[src/rtl/pkt_mon_pkg.sv]
package pkt_mon_pkg;

    localparam logic [5:0] DT_FRAME_START = 6'h00;
    localparam logic [5:0] DT_FRAME_END   = 6'h01;
    localparam logic [5:0] DT_GSP_FIRST   = 6'h08;
    localparam logic [5:0] DT_GSP_LAST    = 6'h0F;
    localparam logic [5:0] DT_VIDEO_MIN   = 6'h18;

    // bit n set: data type n is handled by this receiver
    localparam logic [63:0] DEFAULT_DT_MASK = 64'h00FF_3F1C_FF04_FF0F;

    typedef struct packed {
        logic open;
        logic crc_mark;
        logic sync_evt;
        logic data_evt;
    } frame_state_t;

endpackage

[src/rtl/pkt_hdr_decode.sv]
module pkt_hdr_decode
    import pkt_mon_pkg::*;
#(
    parameter int          DT_W         = 6,
    parameter logic [63:0] SUPPORTED_DT = DEFAULT_DT_MASK
) (
    input  logic [DT_W-1:0] dt,
    output logic            supported,
    output logic            is_fs,
    output logic            is_fe,
    output logic            is_gsp,
    output logic            is_video
);

    always_comb begin
        supported = SUPPORTED_DT[dt];
        is_fs     = (dt == DT_FRAME_START);
        is_fe     = (dt == DT_FRAME_END);
        is_gsp    = (dt >= DT_GSP_FIRST) && (dt <= DT_GSP_LAST);
        is_video  = (dt >= DT_VIDEO_MIN);
    end

endmodule

[src/rtl/vc_frame_track.sv]
module vc_frame_track
    import pkt_mon_pkg::*;
(
    input  logic clk,
    input  logic rst_n,
    input  logic fs_hit,
    input  logic fe_hit,
    input  logic crc_hit,
    output logic frame_open,
    output logic sync_evt,
    output logic data_evt
);

    frame_state_t st_d, st_q;

    always_comb begin
        logic mark_now;
        st_d          = st_q;
        st_d.sync_evt = 1'b0;
        st_d.data_evt = 1'b0;
        // a failing packet that ends in this cycle belongs to the open frame
        mark_now = st_q.crc_mark | (crc_hit & st_q.open);
        if (fe_hit) begin
            if (!st_q.open) begin
                st_d.sync_evt = 1'b1;
            end else begin
                st_d.data_evt = mark_now;
            end
            st_d.open     = 1'b0;
            st_d.crc_mark = 1'b0;
        end else if (fs_hit) begin
            st_d.open     = 1'b1;
            st_d.crc_mark = 1'b0;
        end else begin
            st_d.crc_mark = mark_now;
        end
    end

    always_ff @(posedge clk) begin
        if (!rst_n) begin
            st_q <= '0;
        end else begin
            st_q <= st_d;
        end
    end

    assign frame_open = st_q.open;
    assign sync_evt   = st_q.sync_evt;
    assign data_evt   = st_q.data_evt;

endmodule

[src/rtl/hdr_capture.sv]
module hdr_capture #(
    parameter int NUM_VC = 16,
    parameter int VC_W   = 4,
    parameter int DT_W   = 6,
    parameter int WC_W   = 16,
    parameter int CAP_W  = 32
) (
    input  logic                   clk,
    input  logic                   rst_n,
    input  logic                   gsp_hit,
    input  logic                   video_hit,
    input  logic [VC_W-1:0]        vc,
    input  logic [DT_W-1:0]        dt,
    input  logic [WC_W-1:0]        wc,
    output logic [CAP_W-1:0]       gsp_word,
    output logic [NUM_VC*DT_W-1:0] video_dt
);

    localparam int VC_FIELD_W  = 2;
    localparam int VC_FIELD_LO = DT_W;
    localparam int PAY_LO      = DT_W + VC_FIELD_W;

    typedef struct packed {
        logic [CAP_W-1:0]             gsp;
        logic [NUM_VC-1:0][DT_W-1:0]  vdt;
    } cap_state_t;

    cap_state_t cs_d, cs_q;

    always_comb begin
        cs_d = cs_q;
        if (gsp_hit) begin
            cs_d.gsp                               = '0;
            cs_d.gsp[DT_W-1:0]                     = dt;
            cs_d.gsp[VC_FIELD_LO +: VC_FIELD_W]    = vc[VC_FIELD_W-1:0];
            cs_d.gsp[PAY_LO +: WC_W]               = wc;
        end
        if (video_hit) begin
            cs_d.vdt[vc] = dt;
        end
    end

    always_ff @(posedge clk) begin
        if (!rst_n) begin
            cs_q <= '0;
        end else begin
            cs_q <= cs_d;
        end
    end

    assign gsp_word = cs_q.gsp;
    assign video_dt = cs_q.vdt;

endmodule

[src/rtl/pkt_hdr_monitor.sv]
module pkt_hdr_monitor
    import pkt_mon_pkg::*;
#(
    parameter int          NUM_VC       = 16,
    parameter int          DT_W         = 6,
    parameter int          WC_W         = 16,
    parameter int          CAP_W        = 32,
    parameter logic [63:0] SUPPORTED_DT = DEFAULT_DT_MASK,
    localparam int         VC_W         = $clog2(NUM_VC)
) (
    input  logic                   clk,
    input  logic                   rst_n,
    input  logic                   hdr_valid,
    input  logic [VC_W-1:0]        hdr_vc,
    input  logic [DT_W-1:0]        hdr_dt,
    input  logic [WC_W-1:0]        hdr_wc,
    input  logic                   pkt_end_valid,
    input  logic [VC_W-1:0]        pkt_end_vc,
    input  logic                   pkt_end_crc_bad,
    output logic [NUM_VC-1:0]      sync_err_evt,
    output logic [NUM_VC-1:0]      data_err_evt,
    output logic [NUM_VC-1:0]      dtype_err_evt,
    output logic [CAP_W-1:0]       gsp_word,
    output logic [NUM_VC*DT_W-1:0] vc_video_dt
);

    typedef struct packed {
        logic [NUM_VC-1:0] dtype_evt;
    } top_state_t;

    logic dt_ok, dt_fs, dt_fe, dt_gsp, dt_video;
    logic accept;
    logic [NUM_VC-1:0] fs_hit, fe_hit, crc_hit, frame_open;
    top_state_t ts_d, ts_q;

    pkt_hdr_decode #(
        .DT_W         (DT_W),
        .SUPPORTED_DT (SUPPORTED_DT)
    ) u_decode (
        .dt        (hdr_dt),
        .supported (dt_ok),
        .is_fs     (dt_fs),
        .is_fe     (dt_fe),
        .is_gsp    (dt_gsp),
        .is_video  (dt_video)
    );

    always_comb begin
        accept  = hdr_valid & dt_ok;
        fs_hit  = '0;
        fe_hit  = '0;
        crc_hit = '0;
        fs_hit[hdr_vc]      = accept & dt_fs;
        fe_hit[hdr_vc]      = accept & dt_fe;
        crc_hit[pkt_end_vc] = pkt_end_valid & pkt_end_crc_bad;
        ts_d                = '0;
        ts_d.dtype_evt[hdr_vc] = hdr_valid & ~dt_ok;
    end

    always_ff @(posedge clk) begin
        if (!rst_n) begin
            ts_q <= '0;
        end else begin
            ts_q <= ts_d;
        end
    end

    for (genvar ch = 0; ch < NUM_VC; ch++) begin : g_vc
        vc_frame_track u_track (
            .clk        (clk),
            .rst_n      (rst_n),
            .fs_hit     (fs_hit[ch]),
            .fe_hit     (fe_hit[ch]),
            .crc_hit    (crc_hit[ch]),
            .frame_open (frame_open[ch]),
            .sync_evt   (sync_err_evt[ch]),
            .data_evt   (data_err_evt[ch])
        );
    end

    hdr_capture #(
        .NUM_VC (NUM_VC),
        .VC_W   (VC_W),
        .DT_W   (DT_W),
        .WC_W   (WC_W),
        .CAP_W  (CAP_W)
    ) u_capture (
        .clk       (clk),
        .rst_n     (rst_n),
        .gsp_hit   (accept & dt_gsp),
        .video_hit (accept & dt_video),
        .vc        (hdr_vc),
        .dt        (hdr_dt),
        .wc        (hdr_wc),
        .gsp_word  (gsp_word),
        .video_dt  (vc_video_dt)
    );

    assign dtype_err_evt = ts_q.dtype_evt;

endmodule

[config.mk]
export PLATFORM = sky130hd
export DESIGN_NAME = pkt_hdr_monitor
export DESIGN_NICKNAME = d
export VERILOG_FILES = /design/src/rtl/pkt_mon_pkg.sv /design/src/rtl/pkt_hdr_decode.sv /design/src/rtl/vc_frame_track.sv /design/src/rtl/hdr_capture.sv /design/src/rtl/pkt_hdr_monitor.sv
export SDC_FILE = /design/constraint.sdc
export NUM_CORES = 1
export LEC_CHECK = 0
export ABC_AREA = 1
export CAP_MARGIN = 20
export CORE_ASPECT_RATIO = 0.5
export CORE_MARGIN = 2
export CORE_UTILIZATION = 45
export CTS_CLUSTER_DIAMETER = 200
export CTS_CLUSTER_SIZE = 8
export DETAILED_ROUTE_END_ITERATION = 8
export GPL_ROUTABILITY_DRIVEN = 0
export HOLD_SLACK_MARGIN = 0.15
export PLACE_DENSITY_LB_ADDON = 0.15
export SYNTH_ARGS = -nofsm -noshare
export SYNTH_HDL_FRONTEND = slang
export SYNTH_SLANG_ARGS = --single-unit
[constraint.sdc]
create_clock -name clk -period 1.8 [get_ports clk]
set_input_delay 0.18 -clock clk [delete_from_list [all_inputs] [get_ports clk]]
set_output_delay 0.18 -clock clk [all_outputs]
set_load 0.02 [all_outputs]
==> results of run 1 <==
-- where the power goes --
part	switching [mW]	total, mW	internal (mW)
clock	1.73	3.66	1.93
combinational	0.525	0.862	0.337
sequential	0.0175	4.47	4.45
-- per-stage QoR --
| step | setup TNS, ns | worst slack (ns) | std cells |
|---|---|---|---|
| 4_1_cts | 0 | 0.107 | 1632 |
| 3_3_place_gp | -21.48 | -0.198 | 1600 |
| 6_report | 0 | 0.139 | 1632 |
| 3_5_place_dp | -38.19 | -0.341 | 1600 |
| 2_1_floorplan | 0 | 0.410 | 1164 |
| 5_1_grt | 0 | 0.00380 | 1632 |
-- worst max path at each step --
stage	from	end	slack (ns)	cells after the start
detailed placement	hdr_dt[1]	u_capture.video_dt[39]	-0.34	9
global route	hdr_dt[0]	u_capture.video_dt[63]	0.004	11
finish	hdr_dt[0]	u_capture.video_dt[37]	0.14	11
global placement	hdr_dt[1]	u_capture.video_dt[89]	-0.20	9
CTS	hdr_dt[1]	u_capture.video_dt[37]	0.11	10
floorplan	hdr_dt[5]	g_vc[13].u_track.st_q[2]	0.41	8
-- cells in the final DEF (no fill, tap or decap), drive strengths merged --
cell type,count
o31ai,3
clkinvlp,1
clkinv,6
a31o,3
bufinv,1
clkdlybuf4s50,198
o21ai,2
nor3,49
conb,8
buf,81
a21oi,39
clkbuf,20
o21bai,10
dlymetal6s2s,2
or2,2
nand2,282
nand4,71
nand3,12
dfxtp,200
nor2,236
inv,140
-- logic make-up (layout without fill, tap and decap cells) --
kind of cell | count (synthesis) | count (layout) | share of synthesized area [%]
simple gates | 652 | 652 | 35.9
flops | 200 | 200 | 45.3
buf+inv | 247 | 449 | 14.9
compound gates | 57 | 57 | 3.85
other cells | 1 | 8 | 0.0424
-- timing repair --
action	4_1_cts	5_1_grt
endpoints found under the setup margin	0	15
hold buffers	0	0
resized for setup	0	2
-- worst reg2reg max path, cell delays in order (launching register included) --
cell      delay [ns]
dfxtp_1         0.40
nand2_1         0.07
o21bai_1        0.18
nand2_1         0.09
nor3_2          0.22
-- flip-flops by register name (all words and copies together) (netlist names) --
name and flops:
g_vc.u_track.st_q 16, u_capture.video_dt 96, u_capture.gsp_word 24, g_vc.u_track.data_evt 16
g_vc.u_track.sync_evt 16, dtype_err_evt 16, g_vc.u_track.frame_open 16
-- metal layers --
layer | vias up | wire, um | global-route usage (%)
met5 | - | 0 | 0
met4 | 0 | 344 | 6.51
met3 | 24 | 1180 | 5.88
met2 | 152 | 11000 | 36.1
met1 | 3528 | 11400 | 30.7
li1 | 3919 | - | -
-- layout make-up --
| class | count | area (um^2) |
|---|---|---|
| Fill cell | 1742 | 7610 |
| Multi-Input combinational cell | 717 | 3550 |
| Timing Repair Buffer | 281 | 2800 |
| Tap cell | 266 | 333 |
| Sequential cell | 200 | 4000 |
| Clock inverter | 12 | 118 |
| Clock buffer | 20 | 437 |
| Inverter | 136 | 513 |
==> flow_summary.json, run 1 <==
{
  "grt_util_all_layers_pct": 22.7,
  "start_util_pct": 45.7,
  "synth_common_cells": "nand2_1, nor2_1, dfxtp_1",
  "total_power_mw": 8.99,
  "clkTransAtPathRegs_ns": 0.07,
  "fin_worst_skew_ns": 0.00855,
  "ys_seq_area_share_pct": 45.3,
  "worst-path-buf-inv": 3,
  "cts_tree": "yes",
  "hold_viol_final": 0,
  "critPathCaptureType": "flip-flop",
  "hold_ws_ns": 0.181,
  "period_needed_ns": 1.66,
  "worstMarginPinSlew_ns": 0.532,
  "ys_seq_elements": 200,
  "r2r_end": "g_vc[15].u_track.data_evt",
  "post_cts_buffers": 0,
  "io_pins": 211,
  "rows": 36,
  "rrSetupSlack_ns": 0.74,
  "cts_buffers": 17,
  "reg2reg_from": "g_vc[15].u_track.frame_open",
  "drv_cap": 0,
  "grt_pass1_vias": 6965,
  "finish.utilization_pct": 60.7,
  "hold_path_end": "u_capture.video_dt[3]",
  "crit_top_cell": "nand2_1",
  "synth.avg_cell_area_um2": 7.64,
  "syn_to_final_growth_pct": 33.0,
  "hold_path_class": "primary input to flip-flop",
  "leakagePower_nw": 5.10,
  "synth-edff-count": 0,
  "drv_slew": 0,
  "clkLatencyLatePin_ns": 0.43,
  "cp_max_fo": 13,
  "ys.warnings.count": 0,
  "slowest_delay_ns": 0.50,
  "drive_gt1_share_pct": 12.6,
  "wl_um": 23900,
  "hp-start": "hdr_dt[3]",
  "vias": 7623,
  "antenna_left": 0,
  "core-area_mm2": 0.0194,
  "grt_antenna_before_repair": 0,
  "vdd_drop_max_mv": 0.691,
  "die_height_um": 103,
  "drc": 0,
  "drt-pass1-iter-count": 5,
  "slowest_stage": "clkdlybuf4s50_1",
  "cp_top_family": "simple AND/OR/NAND/NOR gates",
  "dpl.hpwl_um": 17100,
  "grt_pass1_wl_um": 37000,
  "clk_path_buf_depth": 2,
  "relSlewSlack_pct": 64.4,
  "rsz0062_at_grt": "no",
  "die_w_um": 202,
  "yosys.area.top_type": "dfxtp_1",
  "yosysMostFrequentCell": "nand2_1",
  "setup_viol": 0,
  "synthDistinctLibCells": 34,
  "root_buffer": "clkbuf_16",
  "worst-r2r-cell-count": 4,
  "critPathKind": "primary input to flip-flop",
  "p_per_area_mw_per_mm2": 765,
  "fin_area_mm2": 0.0118,
  "startpoint_type": "primary input",
  "whs_path_depth": 3,
  "synthFlopType": "dfxtp_1",
  "routed_via_density": 4.67,
  "die-area_mm2": 0.0209,
  "drt_iter0_drc": 357,
  "cts.sinks": 200,
  "required_ns": 2.16,
  "synth_area_leaders": "dfxtp_1, nand2_1, nor2_1, inv_1, nand4_4",
  "syn_area_mm2": 0.00884,
  "final_nets": 1388,
  "cts.htree.levels": 4,
  "synth-async-reset-ratio_pct": 0,
  "avgRoutedWirePerCell_um": 14.6,
  "post-route-period-util_pct": 92.3,
  "status": "complete, no violations",
  "crit_chain": "clkdlybuf4s50_1, inv_1, nand3_1, nand3_2, nand2_2, nand2_4, buf_12, nand4_4, nand2_1, nand2_1, nor2_1",
  "antennaDiodeCount": 0,
  "portBuffers": 202,
  "worst_ep_arrival_time_ns": 2.02,
  "placed_cell_area_mm2": 0.0112,
  "grt_overflow_total": 0,
  "synth_top_area_share_pct": 45.3,
  "synthCells": 1157,
  "grt_max_degree": 115,
  "clock.fmax_mhz": 602
}
No activity file was read; power rests on OpenSTA's default activity.
==> run 2, diff against run 1 <==
--- a/config.mk
+++ b/config.mk
@@ -7,7 +7,6 @@
 export LEC_CHECK = 0
 export ABC_AREA = 1
 export CAP_MARGIN = 20
-export CORE_ASPECT_RATIO = 0.5
 export CORE_MARGIN = 2
 export CORE_UTILIZATION = 45
 export CTS_CLUSTER_DIAMETER = 200
@@ -19,3 +18,4 @@
 export SYNTH_ARGS = -nofsm -noshare
 export SYNTH_HDL_FRONTEND = slang
 export SYNTH_SLANG_ARGS = --single-unit
+export TNS_END_PERCENT = 100
==> flow_summary.json, run 2 (same netlist as run 1, synthesis figures left out) <==
{
  "status": "complete, no violations",
  "cts_tree": "yes",
  "post_cts_buffers": 0,
  "grt_pass1_wl_um": 35400,
  "comb_power_share_pct": 8.8,
  "p_sw_mw": 2.25,
  "dpl.cell_count": 1595,
  "final_nets": 1385,
  "hold_path_class": "primary input to flip-flop",
  "drive_gt1_share_pct": 12.5,
  "rsz0062_at_grt": "no",
  "worst-path-buf-inv": 1,
  "drt-pass1-iter-count": 5,
  "drv_slew": 0,
  "clockPowerShare_pct": 42.9,
  "clock.fmax_mhz": 620,
  "clkLatencyLatePin_ns": 0.43,
  "fin_setup_tns_ns": 0,
  "fin_area_mm2": 0.0117,
  "vdd_drop_max_mv": 0.622,
  "p_int_mw": 7.00,
  "die-area_mm2": 0.0208,
  "required_ns": 1.62,
  "cp_top_family": "buffers and inverters",
  "antenna_left": 0,
  "grt_max_degree": 54,
  "whs_path_depth": 3,
  "startpoint_type": "flip-flop",
  "fin_ws_ns": 0.188,
  "fin_worst_skew_ns": 0.0103,
  "grt_pass1_vias": 6950,
  "avgRoutedWirePerCell_um": 13.5,
  "cts.sinks": 200,
  "worstMarginPinSlew_ns": 0.575,
  "placed_cell_area_mm2": 0.0111,
  "largest_reg_flops": 96,
  "cp_max_fo": 2,
  "grt_overflow_total": 0,
  "cts_buffers": 17,
  "pre_cts_slack_ns": -0.199,
  "syn_to_final_growth_pct": 32.6,
  "wl_um": 22000,
  "grt_antenna_before_repair": 0,
  "start_util_pct": 45.6,
  "worst_ep_arrival_time_ns": 1.43,
  "portBuffers": 202,
  "period_needed_ns": 1.61,
  "clk_path_buf_depth": 2,
  "post-route-period-util_pct": 89.5,
  "power_frac_seq_pct": 48.4,
  "drt_iter0_drc": 351,
  "setup_viol": 0,
  "switching_share_pct": 24.3,
  "hold_viol_final": 0,
  "leakagePower_nw": 5.07,
  "layout_common_cells": "nand2_1, nor2_1, dfxtp_1, clkdlybuf4s50_1, inv_1",
  "drv_cap": 0,
  "cts.htree.levels": 4,
  "dpl.hpwl_um": 15700,
  "die_height_um": 144,
  "slowest_stage": "clkdlybuf4s50_1",
  "critPathKind": "flip-flop to primary output",
  "grt_util_all_layers_pct": 21.6,
  "critPathCaptureType": "primary output",
  "slowest_delay_ns": 0.63,
  "p_per_area_mw_per_mm2": 789,
  "crit_chain": "clkdlybuf4s50_1",
  "final-instance-count-excl-fill": 1627,
  "core-area_mm2": 0.0194,
  "vias": 7530,
  "rows": 51,
  "worst-r2r-cell-count": 4,
  "die_w_um": 144,
  "routed_via_density": 4.63,
  "io_pins": 211,
  "clkTransAtPathRegs_ns": 0.07,
  "root_buffer": "clkbuf_16",
  "worst-path-stages": 1,
  "finish.utilization_pct": 60.4,
  "drc": 0,
  "relSlewSlack_pct": 61.7,
  "antennaDiodeCount": 0,
  "layout_commonest_cell": "nand2_1"
}
-- run 2: cell count changes in the layout (fill, tap and decap cells not counted), moves of 3 or more --
cell / delta
inv_6: -3
buf_12: -6
clkbuf_1: -3
clkinv_4: -3
-- run 2: metal layers --
metal	global-route usage, %	up-vias	share of wire (%)
li1	-	3919	-
met1	27.7	3413	45
met2	35.4	182	48
met3	6.92	16	6.8
met4	5.52	0	0.97
met5	0	-	0
-- run 2: timing repair --
action / CTS / global route
hold endpoints to repair: 19 / 0
gates resized for setup: 0 / 1
setup endpoints to repair: 0 / 3
hold buffers: 1 / 0
-- run 2: final timing paths --
check                                  start                   endpoint  slack (ns)
setup / recovery       u_capture.gsp_word[0]                gsp_word[0]        0.19
hold / removal                     hdr_valid  g_vc[12].u_track.data_evt        0.22
hold reg to reg        u_capture.gsp_word[5]      u_capture.gsp_word[5]        0.45
setup reg to reg  g_vc[6].u_track.frame_open   g_vc[6].u_track.data_evt        0.71
-- run 2: power by group through the flow --
stage	Sequential (mW)	Clock (mW)	Combinational (mW)
finish	4.47	3.96	0.810
global route	4.47	4.22	0.877
CTS	4.47	4.05	0.808
detailed placement	4.58	0	0.803
global placement	4.57	0	0.797
floorplan	4.61	0	0.455
-- run 2: layout make-up --
| class | count | area (um^2) |
|---|---|---|
| Fill cell | 1749 | 7680 |
| Sequential cell | 200 | 4000 |
| Multi-Input combinational cell | 717 | 3560 |
| Timing Repair Buffer | 278 | 2700 |
| Inverter | 136 | 513 |
| Clock buffer | 18 | 439 |
| Tap cell | 265 | 332 |
| Clock inverter | 13 | 173 |
-- run 2: per-stage QoR --
stage / power (mW) / hold slack (ns)
2_1_floorplan: 5.07 / 0.348
3_3_place_gp: 5.37 / 0.438
3_5_place_dp: 5.38 / 0.437
4_1_cts: 9.33 / 0.191
5_1_grt: 9.57 / 0.223
6_report: 9.25 / 0.217
==> run 3, diff against run 2 <==
==> constraint.sdc (replaced) <==
create_clock -name clk -period 1.5 [get_ports clk]
set_input_delay 0.15 -clock clk [delete_from_list [all_inputs] [get_ports clk]]
set_output_delay 0.15 -clock clk [all_outputs]
set_load 0.02 [all_outputs]
==> flow_summary.json, run 3 (same netlist as run 1, synthesis figures left out) <==
{
  "status": "complete, no violations",
  "cts.sinks": 200,
  "die_height_um": 144,
  "setup_viol": 0,
  "hold_viol_final": 0,
  "final_nets": 1413,
  "grt_pass1_wl_um": 35900,
  "drv_slew": 0,
  "cts.htree.levels": 4,
  "fin_setup_tns_ns": 0,
  "hold_ws_ns": 0.116,
  "post-route-period-util_pct": 97.2,
  "leakagePower_nw": 6.51,
  "start_util_pct": 45.6,
  "worst_ep_arrival_time_ns": 1.82,
  "cts_buffers": 17,
  "placed_cell_area_mm2": 0.0113,
  "worst-r2r-cell-count": 4,
  "grt_antenna_before_repair": 2,
  "layout_common_cells": "nand2_1, nor2_1, dfxtp_1",
  "critPathKind": "primary input to flip-flop",
  "syn_to_final_growth_pct": 35.9,
  "slowest_stage": "clkdlybuf4s50_1",
  "slowest_delay_ns": 0.56,
  "crit_top_cell": "nand2_1",
  "fin_worst_skew_ns": 0.00360,
  "grt_overflow_total": 0,
  "grt_max_degree": 75,
  "crit_chain": "clkdlybuf4s50_1, buf_4, nand2_1, nor2_2, buf_4, nand4_2, nand2_1, nand2_1, nor2_1",
  "required_ns": 1.87,
  "root_buffer": "clkbuf_16",
  "highest_layer": "met4",
  "startpoint_type": "primary input",
  "wl_um": 23800,
  "drt-pass1-iter-count": 5,
  "fin_area_mm2": 0.0120,
  "vias": 7749,
  "antenna_left": 0,
  "pre_cts_slack_ns": -0.493,
  "r2r_end": "g_vc[0].u_track.data_evt",
  "worst-path-stages": 9,
  "crit_end": "u_capture.video_dt[66]",
  "p_per_area_mw_per_mm2": 927,
  "cts_tree": "yes",
  "clkTransAtPathRegs_ns": 0.07,
  "routed-wl-met2_um": 11400,
  "cp_top_family": "buffers and inverters",
  "largest_reg_flops": 96,
  "wl_met1_um": 10500,
  "die-area_mm2": 0.0208,
  "cp_max_fo": 6,
  "clkLatencyLatePin_ns": 0.43,
  "io_pins": 211,
  "total_power_mw": 11.1,
  "rrSetupSlack_ns": 0.46,
  "rows": 51,
  "reg2reg_from": "g_vc[0].u_track.frame_open",
  "critPathCaptureType": "flip-flop",
  "drive_gt1_share_pct": 14.5,
  "fin_ws_ns": 0.0427,
  "vdd_drop_max_mv": 0.829,
  "avgRoutedWirePerCell_um": 14.4,
  "wl_met3_um": 1450,
  "cp-startpoint": "hdr_vc[1]",
  "hold_path_class": "primary input to flip-flop",
  "core-area_mm2": 0.0194,
  "die_w_um": 144,
  "drv_cap": 0,
  "layout_commonest_cell": "nand2_1",
  "grt_util_all_layers_pct": 22.0,
  "grt_pass1_vias": 7028,
  "drt_iter0_drc": 425,
  "worst-path-buf-inv": 3,
  "clock.fmax_mhz": 686,
  "dpl.hpwl_um": 16000,
  "portBuffers": 202,
  "drc": 0,
  "period_needed_ns": 1.46,
  "clk_path_buf_depth": 2,
  "routed_via_density": 4.68
}
## run 3: cell count changes in the layout (fill, tap and decap cells not counted), sizes merged
cell           previous run  this run
clkbuf                   18        21
diode                     0         2
dlymetal6s2s              0        34
dlygate4sd2               0       141
nand4                    71        80
clkdlybuf4s50           200        25
buf                      77        94
inv                     138       139
clkinvlp                  3         0
## run 3: area by class of cell
type                            instances  area [um^2]
Clock buffer                           19          443
Fill cell                            1841         7380
Inverter                              136          513
Tap cell                              265          332
Antenna cell                            2         5.00
Timing Repair Buffer                  297         2860
Clock inverter                         11          148
Multi-Input combinational cell        726         3710
Sequential cell                       200         4000
## run 3: per-layer routing
metal | vias up | track usage, %
met5 | - | 0
met4 | 0 | 6.54
met3 | 30 | 6.16
met2 | 187 | 36.7
met1 | 3534 | 28.0
li1 | 3998 | -
## run 3: worst reg2reg max path, delay by kind of cell, from the launching register on
family,cells,cell delay (ns)
buffers and inverters,1,0.06
AO/OA/AOI/OAI,1,0.32
AND/OR/NAND/NOR,2,0.22
flip-flops,1,0.37
## run 3: what timing repair did
item,in CTS,in global routing
buffers inserted,0,1
pin swaps,0,2
hold buffers,1,0
endpoints found under the hold margin,14,0
cloned,2,10
endpoints found under the setup margin,185,152
resized for setup,144,44
## run 3: how the worst min path moves through the flow
stage	startpoint	endpoint	slack, ns	cells after the start
after floorplan	hdr_wc[2]	u_capture.gsp_word[10]	0.32	2
after detailed placement	u_capture.gsp_word[5]	u_capture.gsp_word[5]	0.44	2
after global routing	hdr_vc[0]	u_capture.gsp_word[6]	0.15	3
after global placement	g_vc[8].u_track.frame_open	g_vc[8].u_track.sync_evt	0.44	1
final	hdr_vc[0]	u_capture.gsp_word[6]	0.12	3
after CTS	hdr_valid	u_capture.video_dt[88]	0.28	4
## run 3: where the power goes
part	switching, mW	internal [mW]	total, mW
clock	2.03	2.67	4.70
combinational	0.671	0.400	1.07
sequential	0.0192	5.35	5.37
## run 3: metrics by stage
stage | cells | util, %
final | 1656 | 62.0
after global placement | 1610 | 58.0
after global routing | 1656 | 62.0
after detailed placement | 1610 | 58.0
after floorplan | 1164 | -
after CTS | 1643 | 60.4
